<file path="config.mk">
export PLATFORM = sky130hd
export DESIGN_NAME = bitfield_merge_unit
export DESIGN_NICKNAME = d
export VERILOG_FILES = /design/src/rtl/bitfield_merge_unit.sv
export SDC_FILE = /design/constraint.sdc
export NUM_CORES = 1
export LEC_CHECK = 0
export BUFFER_PORTS_ARGS = -buffer_cell sky130_fd_sc_hd__buf_2
export CAP_MARGIN = 20
export CORE_MARGIN = 10
export CORE_UTILIZATION = 45
export CTS_BUF_LIST = sky130_fd_sc_hd__clkbuf_16
export DETAILED_ROUTE_END_ITERATION = 8
export PLACE_DENSITY = 0.67
export RECOVER_POWER = 100
export SYNTH_ARGS = -nofsm -noshare
export SYNTH_HDL_FRONTEND = slang
export SYNTH_SLANG_ARGS = --single-unit
</file>
<file path="constraint.sdc">
create_clock -name clk -period 4.9 [get_ports clk]
set_input_delay 0 -clock clk [delete_from_list [all_inputs] [get_ports clk]]
set_output_delay 0 -clock clk [all_outputs]
set_load 0.01 [all_outputs]
</file>
<file path="src/rtl/bitfield_merge_unit.sv">
module bitfield_merge_unit #(
  parameter int DW     = 32,
  parameter int IDX_W  = 4,
  parameter int SP_IDX = 13,
  parameter int PC_IDX = 15
) (
  input  logic                     clk,
  input  logic                     rst,
  input  logic                     in_valid,
  input  logic                     op_insert,
  input  logic [IDX_W-1:0]         dst_idx,
  input  logic [IDX_W-1:0]         src_idx,
  input  logic [DW-1:0]            dst_val,
  input  logic [DW-1:0]            src_val,
  input  logic [$clog2(DW)-1:0]    fld_start,
  input  logic [$clog2(DW):0]      fld_width,
  output logic                     out_valid,
  output logic [DW-1:0]            out_word,
  output logic                     out_bad
);

  localparam int POS_W = $clog2(DW);
  localparam int WID_W = POS_W + 1;
  localparam int SUM_W = WID_W + 1;
  localparam logic [WID_W-1:0] FULL_W  = WID_W'(DW);
  localparam logic [SUM_W-1:0] LIMIT   = SUM_W'(DW);
  localparam logic [IDX_W-1:0] SP_CODE = IDX_W'(SP_IDX);
  localparam logic [IDX_W-1:0] PC_CODE = IDX_W'(PC_IDX);

  logic [DW-1:0]    low_ones;
  logic [DW-1:0]    mask;
  logic [DW-1:0]    placed;
  logic [DW-1:0]    merged;
  logic [DW-1:0]    next_word;
  logic [SUM_W-1:0] span;
  logic             range_bad;
  logic             dst_reserved;
  logic             src_reserved;
  logic             bad;

  assign low_ones  = (fld_width >= FULL_W) ? '1 : ((DW'(1) << fld_width) - DW'(1));
  assign mask      = low_ones << fld_start;
  assign placed    = (src_val << fld_start) & mask;
  assign merged    = (dst_val & ~mask) | (op_insert ? placed : '0);

  assign span      = SUM_W'(fld_start) + SUM_W'(fld_width);
  assign range_bad = (fld_width == '0) || (span > LIMIT);

  assign dst_reserved = (dst_idx == SP_CODE) || (dst_idx == PC_CODE);
  assign src_reserved = op_insert && ((src_idx == SP_CODE) || (src_idx == PC_CODE));
  assign bad          = range_bad || dst_reserved || src_reserved;

  assign next_word = bad ? dst_val : merged;

  always_ff @(posedge clk) begin
    if (rst) begin
      out_valid <= 1'b0;
      out_bad   <= 1'b0;
      out_word  <= '0;
    end else begin
      out_valid <= in_valid;
      if (in_valid) begin
        out_word <= next_word;
        out_bad  <= bad;
      end
    end
  end

  AST_VALID_FOLLOWS: assert property (@(posedge clk) disable iff (rst)
    in_valid |=> out_valid);
  AST_NO_SPURIOUS_VALID: assert property (@(posedge clk) disable iff (rst)
    !in_valid |=> !out_valid);
  AST_CLEAR_SETS_NOTHING: assert property (@(posedge clk) disable iff (rst)
    (in_valid && !op_insert) |=> ((out_word & ~$past(dst_val)) == '0));
  AST_ZERO_WIDTH_PASSES: assert property (@(posedge clk) disable iff (rst)
    (in_valid && fld_width == '0) |=> (out_bad && out_word == $past(dst_val)));
  AST_DST_RESERVED_FLAGGED: assert property (@(posedge clk) disable iff (rst)
    (in_valid && (dst_idx == SP_CODE || dst_idx == PC_CODE)) |=> (out_bad && out_word == $past(dst_val)));
  AST_SRC_RESERVED_INSERT: assert property (@(posedge clk) disable iff (rst)
    (in_valid && op_insert && (src_idx == SP_CODE || src_idx == PC_CODE)) |=> out_bad);
  AST_HOLD_IDLE: assert property (@(posedge clk) disable iff (rst)
    !in_valid |=> ($stable(out_word) && $stable(out_bad)));

endmodule

</file>
-- After elaboration in Yosys (flattened, before gate mapping)
Index checks and enable logic that the tools add are counted.
- equality and inequality tests: 4
- $add $sub $neg: 2
- order comparisons: 2
- bitwise logic cells: 4
- shift operators: 3
- multiplexer cells: 3
- reduce and logical (&&, ||, !) cells: 7
- operators with widths (kind ; number):
    $mux W32 ; 3
    $and A32 B32 Y32 ; 2
    $shl A32 B5 Y32 ; 2
    $not A32 Y32 ; 1
    $or A32 B32 Y32 ; 1
    $shl A1 B6 Y32 const A ; 1
    $sub A32 B1 Y32 const B ; 1
    $eq A4 B4 Y1 const B ; 4
    $add A5 B6 Y7 ; 1
    $gt A7 B6 Y1 const B ; 1
    $ge A6 B6 Y1 const B ; 1
    $logic_not A6 Y1 ; 1
    $logic_or A1 B1 Y1 ; 5
    $logic_and A1 B1 Y1 ; 1
- output and inout port bits: 34
- bits of input ports: 87
- register bits: 34
- word-level logic and storage cells: 28

-- Depth between registers and ports, before layout
Gate-level depths: netlist of the first run.
- depth in word-level cells: 8
- depth in mapped cells: 16
- depth with buffers taken out: 13

-- Least setup slack after synthesis of the first run
No wires, ideal clock.
- path kind: input port to flip-flop
- start: in fld_start[1]
- end: reg out_word[30]
- path slack: 1.687 ns
- setup time: 0.137 ns
- arrival time: 3.076 ns
- buffers on the path: 4
- stages: 15
- required time: 4.763 ns
- path through: clkbuf_1 > inv_2 > buf_1 > clkbuf_1 > fa_1 > nand2b_1 > a21oi_1 > xnor2_1 > a32o_1 > and3_1 > clkbuf_1 > o31a_1 > a221oi_1 > mux2i_1 > a211oi_1
- cells in the longest elaborated chain, start to end: 6
- elaborated cells between the ends (all ways): 13
- those cells by class: 1 x add/sub; 1 x order compare; 2 x shift; 2 x mux; 4 x bitwise; 3 x reduce/logical
- ends and longest elaborated chain (element ; RTL line ; source):
    start: declaration ; 15 ; input logic [$clog2(DW)-1:0] fld_start,
    $add A5 B6 Y7 ; 46 ; assign span = SUM_W'(fld_start) + SUM_W'(fld_width);
    $gt A7 B6 Y1 ; 47 ; assign range_bad = (fld_width == '0) || (span > LIMIT);
    $logic_or A1 B1 Y1 ; 47 ;
    $logic_or A1 B1 Y1 (2 in series) ; 51 ; assign bad = range_bad || dst_reserved || src_reserved;
    $mux W32 (*) ; 53 ; assign next_word = bad ? dst_val : merged;
    end signal: assignment ; 63 ; out_word <= next_word;
    end: declaration ; 18 ; output logic [DW-1:0] out_word,
Mark *: on every way between the ends. The rest lies on a longest branch, timed or not.
A chain may end at the register's enable or synchronous reset.

-- Worst setup path after layout of the first run
- start: in fld_width[0]
- end: reg out_word[30]
- cells in the longest elaborated chain, start to end: 8
- elaborated cells between the ends (all ways): 17
- those cells by class: 2 x add/sub; 2 x order compare; 2 x shift; 3 x mux; 4 x bitwise; 4 x reduce/logical
- ends and longest elaborated chain (element ; RTL line ; source):
    start: declaration ; 16 ; input logic [$clog2(DW):0] fld_width,
    $shl A1 B6 Y32 ; 41 ; assign low_ones = (fld_width >= FULL_W) ? '1 : ((DW'(1) << fld_width) - DW'(1));
    $sub A32 B1 Y32 ; 41 ;
    $mux W32 ; 41 ;
    $shl A32 B5 Y32 ; 42 ; assign mask = low_ones << fld_start;
    $and A32 B32 Y32 or $not A32 Y32 (tied branches) ; 43, 44 ;
    $mux W32 or $and A32 B32 Y32 (tied branches) ; 44 ; assign merged = (dst_val & ~mask) | (op_insert ? placed : '0);
    $or A32 B32 Y32 ; 44 ;
    $mux W32 (*) ; 53 ;
Marks and branches as above.

==> impl_metrics.env, run 1 <==
export IMPL_hold_depth=3
export IMPL_clock_root_buffer="clkbuf_16"
export IMPL_max_stage_delay_ps=630
export IMPL_power_density_mw_per_mm2=200
export IMPL_layout_common_cells="114 x nand2_1, 91 x nor2_1, 83 x buf_2"
export IMPL_cp_slowest_cell="or4_1"
export IMPL_wl_um=25800
export IMPL_fp_dieW_um=137
export IMPL_nets=1035
export IMPL_placed_area_sq_mm=0.00679
export IMPL_grt_antenna_before_repair=0
export IMPL_skew_ps=0
export IMPL_drtPass1Iterations=6
export IMPL_wl_met2_um=10900
export IMPL_arrival_ps=4060
export IMPL_outcome="finished with violations"
export IMPL_reg2reg_to="out_word[21]"
export IMPL_critPathKind="in2reg"
export IMPL_yosys_area_top_type="dfxtp_1"
export IMPL_synthFlopType="dfxtp_1"
export IMPL_cp_max_fo=21
export IMPL_drive_gt1_frac=0.166
export IMPL_worstPathCellList="clkbuf_1 > or4_1 > nor2_1 > inv_1 > ha_1 > inv_1 > a21oi_1 > clkbuf_1 > a311o_1 > o311ai_1 > buf_4 > nor2_1 > o31a_1 > a221oi_1 > mux2i_1 > a211oi_1"
export IMPL_critPathTopFamily="compound AO/OA/AOI/OAI gates"
export IMPL_drv_cap=1
export IMPL_clk_latency_ps=290
export IMPL_layout_commonest_cell="nand2_1"
export IMPL_r2r_cells=3
export IMPL_synth_cell_types=86
export IMPL_slew_violations=56
export IMPL_cts_buffer_depth=2
export IMPL_crit_start="fld_width[0]"
export IMPL_hold_class="in2reg"
export IMPL_dr_wl_met3_um=2680
export IMPL_grt_pass1_vias=6758
export IMPL_rows=42
export IMPL_design_die_area_sq_mm=0.0189
export IMPL_ys_warn_count=0
export IMPL_critPathLaunchType="primary input"
export IMPL_power_mw=1.40
export IMPL_critical_path_required_ps=4970
export IMPL_max_freq_mhz=250
export IMPL_grt_setup_unrepaired="no"
export IMPL_postRouteAntennaNets=0
export IMPL_highest_layer="met4"
export IMPL_violations="max-capacitance violations, max-slew violations"
export IMPL_cts_tree="done"
export IMPL_syn_cell_area_sq_mm=0.00620
export IMPL_ios=121
export IMPL_via_per_inst=6.83
export IMPL_nFillCells=1379
export IMPL_relSlewSlack=-0.500
export IMPL_num_vias=7634
export IMPL_layout_min_cycle_time_ps=4000
export IMPL_drc=0
export IMPL_drt_met1_wl_um=11200
export IMPL_synth_top_family_by_area="compound AO/OA/AOI/OAI gates"
export IMPL_yosysTopAreaCellShare=0.110
export IMPL_worstReg2RegStart="out_word[21]"
export IMPL_syn_num_nets=974
export IMPL_postSynthCellCount=880
export IMPL_coreArea_sq_mm=0.0133
export IMPL_dpl_hpwl_um=19600
export IMPL_antenna_cells=0
export IMPL_multi_input_area_sq_mm=0.00511
export IMPL_initial_utilization=0.464
export IMPL_synth_compound_area_frac=0.347
export IMPL_port_buffers=118
export IMPL_fin_area_sq_mm=0.00698
export IMPL_grt_pass1_wl_um=39300
export IMPL_async_reset_ff_frac=0
export IMPL_postSynthAreaPerCell_sq_um=7.04
export IMPL_routabilityCongestion=1.04
export IMPL_ys_seq_area_frac=0.110
export IMPL_post_cts_buffers=0
export IMPL_regArea_sq_um=681
export IMPL_worstSetupEndpointType="flop"
export IMPL_synth_top_cells_by_area="dfxtp_1 11%, mux4_2 9.8%, nand2_1 6.9%, mux2i_1 6.8%, nor2_1 5.5%"
export IMPL_synthXorXnorAreaFrac=0.00424
export IMPL_worst_slew_pin_slew_ps=2250
export IMPL_tns_ps=0
export IMPL_synth_mux_area_fraction=0.184
export IMPL_clock_sinks=34
export IMPL_routedWlPerCell_um=23.0
export IMPL_overflow=0
export IMPL_synth_fa_ha_area_frac=0.0153
export IMPL_ir_drop_v=0.000163
export IMPL_cts_resized=0
export IMPL_drt_initial_drc_count=1255
export IMPL_ctsHtreeMaxLevel=2
export IMPL_synth_seq_cells=34
export IMPL_setup_viol=0
export IMPL_min_from="dst_val[0]"
export IMPL_grt_max_degree=60
export IMPL_clkSlewWorstSetupHoldPaths_ps=60
export IMPL_leakage_nw=2.68
export IMPL_reg2reg_slack_ps=3850
export IMPL_fin_crit_sh=0.816
export IMPL_endpoint="out_word[30]"
export IMPL_cts_buffers=5
export IMPL_syn2layout_area_growth_pct=12.7
export IMPL_die_y_um=137
export IMPL_cp_buffers_inverters=5
export IMPL_synth_edf_count=0
export IMPL_grt_use_total=0.260
export IMPL_crit_cells=16
export IMPL_synth_simple_area_share=0.274
export IMPL_hold_violations=0
==> synthesized netlist by cell type, drive strengths merged, types with 10 or more instances <==
master,count
a211oi,22
a21oi,48
a31oi,18
and2,11
buf,27
clkbuf,58
dfxtp,34
inv,16
mux2,10
mux2i,42
mux4,27
nand2,114
nand2b,10
nand3,25
nor2,91
nor3,21
o211ai,18
o21a,10
o21ai,60
o22ai,18
o31ai,12
or3,10
==> metal layers <==
| layer | global-route usage | vias to the layer above |
|---|---|---|
| li1 | - | 3508 |
| met1 | 0.368 | 3576 |
| met2 | 0.385 | 483 |
| met3 | 0.0433 | 67 |
| met4 | 0.0966 | 0 |
| met5 | 0 | - |
==> sequential cells by signal, summed over array words and instances (netlist names) <==
| name | cells |
|---|---|
| out_word | 32 |
| out_valid | 1 |
| out_bad | 1 |
==> cells by family after synthesis <==
| family | count (synthesis) |
|---|---|
| flops | 34 |
| mux | 79 |
| fa+ha+maj | 7 |
| simple gates | 351 |
| compound gates | 304 |
| buf+inv | 102 |
| xor+xnor | 3 |
==> worst min path at each step <==
stage	to	slack, ps
finish	out_word[0]	1
global route	out_word[16]	20
CTS	out_word[0]	3
detailed placement	out_word[22]	250
global placement	out_word[22]	250
floorplan	out_word[26]	150
==> final cells by class <==
type	count	area share
clock buffer	5	0.0179
timing repair buffer	139	0.102
tap	176	0.0315
clock inverter	3	0.00986
multi-input combinational	744	0.732
inverter	17	0.00914
sequential	34	0.0975
==> worst min-delay path: stages <==
cell,delay (ps)
buf_2,100
nand2_1,50
a311oi_1,80
==> power breakdown <==
group | switching, mW | internal, mW | leakage (nW)
logic | 0.420 | 0.247 | 2.31
clock network | 0.125 | 0.292 | 0.0940
registers | 0.0119 | 0.300 | 0.282
==> repair_timing <==
action / CTS / global route
endpoints found under the setup margin: 0 / 0
hold endpoints to repair: 5 / 0
hold buffers: 5 / 0
==> per-stage QoR <==
| step | worst slack, ps | util | hold slack [ps] | std cells |
|---|---|---|---|---|
| after floorplan | 1690 | - | 150 | 880 |
| after global placement | 1070 | 0.509 | 250 | 1105 |
| after detailed placement | 1020 | 0.509 | 249 | 1105 |
| after CTS | 1320 | 0.527 | 3.48 | 1118 |
| after global routing | 686 | 0.523 | 19.6 | 1118 |
| final | 903 | 0.523 | 1.08 | 1118 |
No activity file was read; power rests on OpenSTA's default activity.
==> inputs of run 2 (changes only) <==
--- a/config.mk
+++ b/config.mk
@@ -11,7 +11,7 @@
 export CORE_UTILIZATION = 45
 export CTS_BUF_LIST = sky130_fd_sc_hd__clkbuf_16
 export DETAILED_ROUTE_END_ITERATION = 8
-export PLACE_DENSITY = 0.67
+export PLACE_DENSITY = 0.7
 export RECOVER_POWER = 100
 export SYNTH_ARGS = -nofsm -noshare
 export SYNTH_HDL_FRONTEND = slang
==> constraint.sdc (replaced) <==
create_clock -name clk -period 3.4 [get_ports clk]
set_input_delay 0 -clock clk [delete_from_list [all_inputs] [get_ports clk]]
set_output_delay 0 -clock clk [all_outputs]
set_load 0.01 [all_outputs]
==> run 2 against run 1 <==
  * The flow now finishes without violations
  * Sequential cell count is the same
  * Highest routed layer unchanged
  * Via count grew 3.4%
  * Critical path type unchanged
  * Global-route usage grew 1.5 points
  * Largest cell class unchanged
==> impl_metrics.env, run 2 (synthesis gave the netlist of run 1 again) <==
export IMPL_via_per_inst=6.73
export IMPL_hold_violations=0
export IMPL_drc=0
export IMPL_coreArea_sq_mm=0.0133
export IMPL_min_from="dst_val[16]"
export IMPL_nFillCells=1363
export IMPL_max_stage_delay_ps=510
export IMPL_design_die_area_sq_mm=0.0189
export IMPL_ir_drop_v=0.000142
export IMPL_dpl_hpwl_um=21300
export IMPL_clkSlewWorstSetupHoldPaths_ps=60
export IMPL_fin_crit_sh=0.924
export IMPL_critPathLaunchType="primary input"
export IMPL_layout_commonest_cell="nand2_1"
export IMPL_critical_path_required_ps=3510
export IMPL_largest_reg_flops=32
export IMPL_arrival_ps=3250
export IMPL_cp_common_cell="inv_1"
export IMPL_skew_ps=0
export IMPL_cp_slowest_cell="a311oi_1"
export IMPL_slew_violations=0
export IMPL_max_freq_mhz=318
export IMPL_relSlewSlack=0.0742
export IMPL_postRouteAntennaNets=0
export IMPL_wl_um=27000
export IMPL_fp_dieW_um=137
export IMPL_reg_top3="out_word: 32 flops, out_bad: 1 flops, out_valid: 1 flops"
export IMPL_regMostFlops="out_word"
export IMPL_worstPathCellList="buf_2 > clkbuf_2 > inv_1 > nand4_1 > ha_1 > inv_1 > buf_4 > or3_1 > a311oi_1 > nor2_1 > mux4_2 > a22oi_2 > mux2i_1 > a211oi_2"
export IMPL_placed_area_sq_mm=0.00721
export IMPL_r2r_cells=3
export IMPL_critPathKind="in2reg"
export IMPL_cp_buffers_inverters=5
export IMPL_nets=1090
export IMPL_setup_viol=0
export IMPL_power_density_mw_per_mm2=261
export IMPL_fin_area_sq_mm=0.00734
export IMPL_grt_pass1_vias=7050
export IMPL_syn2layout_area_growth_pct=18.5
export IMPL_antenna_cells=0
export IMPL_cts_buffers=5
export IMPL_post_cts_buffers=0
export IMPL_num_vias=7894
export IMPL_power_mw=1.92
export IMPL_layout_common_cells="114 x nand2_1, 91 x nor2_1, 83 x buf_2"
export IMPL_tns_ps=0
export IMPL_grt_pass1_wl_um=41500
export IMPL_cts_buffer_depth=2
export IMPL_hold_depth=3
export IMPL_die_y_um=137
export IMPL_grt_antenna_before_repair=0
export IMPL_layout_cells_non_filler=1173
export IMPL_clock_root_buffer="clkbuf_16"
export IMPL_drv_cap=0
export IMPL_regArea_sq_um=681
export IMPL_ctsHtreeMaxLevel=2
export IMPL_critPathTopFamily="compound AO/OA/AOI/OAI gates"
export IMPL_rows=42
export IMPL_hold_end="out_word[16]"
export IMPL_cts_tree="done"
export IMPL_dp_cells=1159
export IMPL_port_buffers=118
export IMPL_grt_use_total=0.275
export IMPL_layout_min_cycle_time_ps=3140
export IMPL_hold_class="in2reg"
export IMPL_crit_start="fld_width[1]"
export IMPL_overflow=0
export IMPL_reg2reg_slack_ps=2430
export IMPL_grt_setup_unrepaired="no"
export IMPL_multi_input_area_sq_mm=0.00511
export IMPL_worstReg2RegStart="out_word[21]"
export IMPL_routedWlPerCell_um=23.0
export IMPL_drive_gt1_frac=0.208
export IMPL_leakage_nw=2.90
export IMPL_finalCoreUtilization=0.550
export IMPL_initial_utilization=0.464
export IMPL_outcome="finished clean"
export IMPL_worstSetupEndpointType="flop"
export IMPL_routabilityCongestion=1.04
export IMPL_drtPass1Iterations=9
export IMPL_drt_initial_drc_count=1215
export IMPL_ios=121
export IMPL_cts_resized=0
export IMPL_reg2reg_to="out_word[21]"
export IMPL_clock_sinks=34
export IMPL_clk_latency_ps=290
export IMPL_grt_max_degree=60
export IMPL_cp_max_fo=18
export IMPL_worst_slew_pin_slew_ps=1390
-- run 2: worst register-to-register path: stages (launching register included) --
cell and delay [ps]:
dfxtp_1 330, o21bai_1 100, or2_2 300, o221ai_1 160
-- run 2: metrics by stage --
step	hold WS, ps	worst slack [ps]
detailed placement	278	126
global placement	260	116
floorplan	150	187
CTS	8.52	405
global route	60.6	63.4
finish	7.77	258
-- run 2: per-layer routing --
layer,share of wire,wire length (um),vias up,GRT usage
met5,0,0,-,0
met1,0.43,11700,3641,0.390
li1,-,-,3624,-
met4,0.034,914,0,0.0907
met3,0.11,3020,78,0.0517
met2,0.42,11400,551,0.407
-- run 2: layout make-up --
type	count	area share
inverter	17	0.00869
tap	176	0.0300
timing repair buffer	194	0.154
clock inverter	3	0.00222
sequential	34	0.0927
clock buffer	5	0.0170
multi-input combinational	744	0.696
-- run 2: power by group --
part / switching [mW] / internal (mW) / total [mW] / leakage [nW]
clock network: 0.175 / 0.267 / 0.443 / 0.0672
registers: 0.0182 / 0.433 / 0.451 / 0.282
logic: 0.625 / 0.398 / 1.02 / 2.55
total: 0.819 / 1.10 / 1.92 / 2.90
-- run 2: what timing repair did --
item / CTS / global route
hold endpoints to repair: 6 / 0
endpoints found under the setup margin: 0 / 0
hold buffers: 6 / 0
-- run 2: how the worst max path moves through the flow --
stage	depth (start not counted)	slack [ps]	endpoint
after detailed placement	16	130	out_word[22]
after global placement	16	120	out_word[30]
after floorplan	15	190	out_word[30]
final	14	260	out_word[31]
after global routing	14	60	out_word[31]
after CTS	16	400	out_word[22]
==> inputs of run 3 (changes only) <==
--- a/config.mk
+++ b/config.mk
@@ -7,11 +7,10 @@
 export LEC_CHECK = 0
 export BUFFER_PORTS_ARGS = -buffer_cell sky130_fd_sc_hd__buf_2
 export CAP_MARGIN = 20
-export CORE_MARGIN = 10
-export CORE_UTILIZATION = 45
+export CORE_UTILIZATION = 43
 export CTS_BUF_LIST = sky130_fd_sc_hd__clkbuf_16
 export DETAILED_ROUTE_END_ITERATION = 8
-export PLACE_DENSITY = 0.7
+export PLACE_DENSITY_LB_ADDON = 0.3
 export RECOVER_POWER = 100
 export SYNTH_ARGS = -nofsm -noshare
 export SYNTH_HDL_FRONTEND = slang
==> run 3 against run 2 <==
  * Power is 0.36% lower
  * Wire length is 3.5% lower
  * Sequential power hardly changed
  * Clock power hardly changed
  * Clock-buffer cell count stayed put
  * Via count is 0.87% lower
  * Die area is 21% lower
  * Sequential cell count stayed put
  * Critical path depth is 1 lower
  * Maximum frequency is 1.2% lower
==> impl_metrics.env, run 3 (synthesis gave the netlist of run 1 again) <==
export IMPL_grt_max_degree=74
export IMPL_fin_area_sq_mm=0.00735
export IMPL_coreArea_sq_mm=0.0140
export IMPL_initial_utilization=0.443
export IMPL_ios=121
export IMPL_worst_slew_pin_slew_ps=1040
export IMPL_min_from="dst_val[6]"
export IMPL_max_freq_mhz=314
export IMPL_hold_buffers=6
export IMPL_layout_min_cycle_time_ps=3180
export IMPL_intPower_mw=1.10
export IMPL_place_ws_ps=62.5
export IMPL_critPathKind="in2reg"
export IMPL_p_seq_frac=0.236
export IMPL_critical_path_required_ps=3600
export IMPL_grt_pass1_wl_um=39400
export IMPL_postRouteAntennaNets=0
export IMPL_relSlewSlack=0.304
export IMPL_hold_slack_ps=4.00
export IMPL_routabilityCongestion=0.974
export IMPL_die_y_um=122
export IMPL_tns_ps=0
export IMPL_drc=0
export IMPL_largest_reg_flops=32
export IMPL_critPathTopFamily="simple AND/OR/NAND/NOR gates"
export IMPL_clk_latency_ps=280
export IMPL_cts_tree="done"
export IMPL_ir_drop_v=0.000207
export IMPL_swShare=0.425
export IMPL_regMostFlops="out_word"
export IMPL_setup_ws_ps=219
export IMPL_grt_pass1_vias=6914
export IMPL_overflow=0
export IMPL_routedWlPerCell_um=22.2
export IMPL_worstSetupEndpointType="flop"
export IMPL_layout_cells_non_filler=1175
export IMPL_placed_area_sq_mm=0.00723
export IMPL_hold_class="in2reg"
export IMPL_post_cts_buffers=0
export IMPL_p_sw_uw=812
export IMPL_skew_ps=0
export IMPL_cts_resized=0
export IMPL_leakage_nw=2.90
export IMPL_layout_common_cells="114 x nand2_1, 91 x nor2_1, 84 x buf_2"
export IMPL_clock_sinks=34
export IMPL_clkSlewWorstSetupHoldPaths_ps=60
export IMPL_nets=1088
export IMPL_design_die_area_sq_mm=0.0149
export IMPL_syn2layout_area_growth_pct=18.7
export IMPL_p_clk_frac=0.231
export IMPL_rows=43
export IMPL_antenna_cells=0
export IMPL_cts_buffer_depth=2
export IMPL_cp_max_fo=4
export IMPL_drt_initial_drc_count=975
export IMPL_arrival_ps=3380
export IMPL_grt_setup_unrepaired="no"
export IMPL_cp_buffers_inverters=3
export IMPL_grt_antenna_before_repair=0
export IMPL_reg_top3="out_word: 32 flops, out_bad: 1 flops, out_valid: 1 flops"
export IMPL_cts_buffers=5
export IMPL_dp_cells=1161
export IMPL_via_per_inst=6.66
export IMPL_critPathLaunchType="primary input"
export IMPL_clock_root_buffer="clkbuf_16"
export IMPL_drv_cap=0
export IMPL_power_density_mw_per_mm2=260
export IMPL_max_stage_delay_ps=530
export IMPL_finalCoreUtilization=0.526
export IMPL_power_frac_comb=0.533
export IMPL_cp_slowest_cell="or4_1"
export IMPL_crit_start="fld_width[1]"
export IMPL_layout_commonest_cell="nand2_1"
export IMPL_dpl_hpwl_um=19900
export IMPL_port_buffers=118
export IMPL_worstReg2RegStart="out_word[21]"
export IMPL_fp_dieW_um=122
export IMPL_slew_violations=0
export IMPL_ctsHtreeMaxLevel=2
export IMPL_wl_um=26100
export IMPL_drtPass1Iterations=6
export IMPL_setup_viol=0
export IMPL_drive_gt1_frac=0.202
export IMPL_hold_violations=0
export IMPL_fin_crit_sh=0.936
export IMPL_num_vias=7825
export IMPL_worstPathCellList="buf_2 > or4_1 > nor2_1 > inv_1 > ha_1 > or3_1 > o21ai_0 > o21ai_0 > mux2_2 > mux2_1 > buf_12 > or4_1 > a311oi_1"
export IMPL_outcome="finished clean"
export IMPL_grt_use_total=0.345
export IMPL_power_mw=1.91
## run 3: power by group through the flow
stage | registers, mW | logic (mW) | clock network (mW)
after CTS | 0.449 | 1.01 | 0.443
after global placement | 0.457 | 0.997 | 0
after detailed placement | 0.457 | 0.997 | 0
final | 0.451 | 1.02 | 0.441
after global routing | 0.454 | 1.10 | 0.455
after floorplan | 0.473 | 0.624 | 0
## run 3: worst paths after layout
path | endpoint | slack [ps] | depth (start not counted)
setup / recovery | out_word[6] | 220 | 13
hold / removal | out_word[6] | 4 | 3
setup reg to reg | out_word[21] | 2420 | 3
hold reg to reg | out_word[28] | 450 | 2
## run 3: final cells by class
type,instances,area (sq um)
Tap cell,180,225
Fill cell,1461,6640
Clock buffer,5,125
Clock inverter,3,16.3
Multi-Input combinational cell,744,5100
Inverter,17,63.8
Sequential cell,34,681
Timing Repair Buffer,192,1140
## run 3: worst min-delay path, delay by kind of cell
kind                   cells  cell delay, ps
buffers and inverters      1             100
AO/OA/AOI/OAI              2             140
## run 3: layer usage
layer,GRT usage,share of wire,wire length (um),vias up
li1,-,-,-,3612
met4,0.113,0.028,726,0
met1,0.511,0.45,11700,3690
met3,0.0468,0.095,2480,57
met5,0,0,0,-
met2,0.506,0.43,11200,466
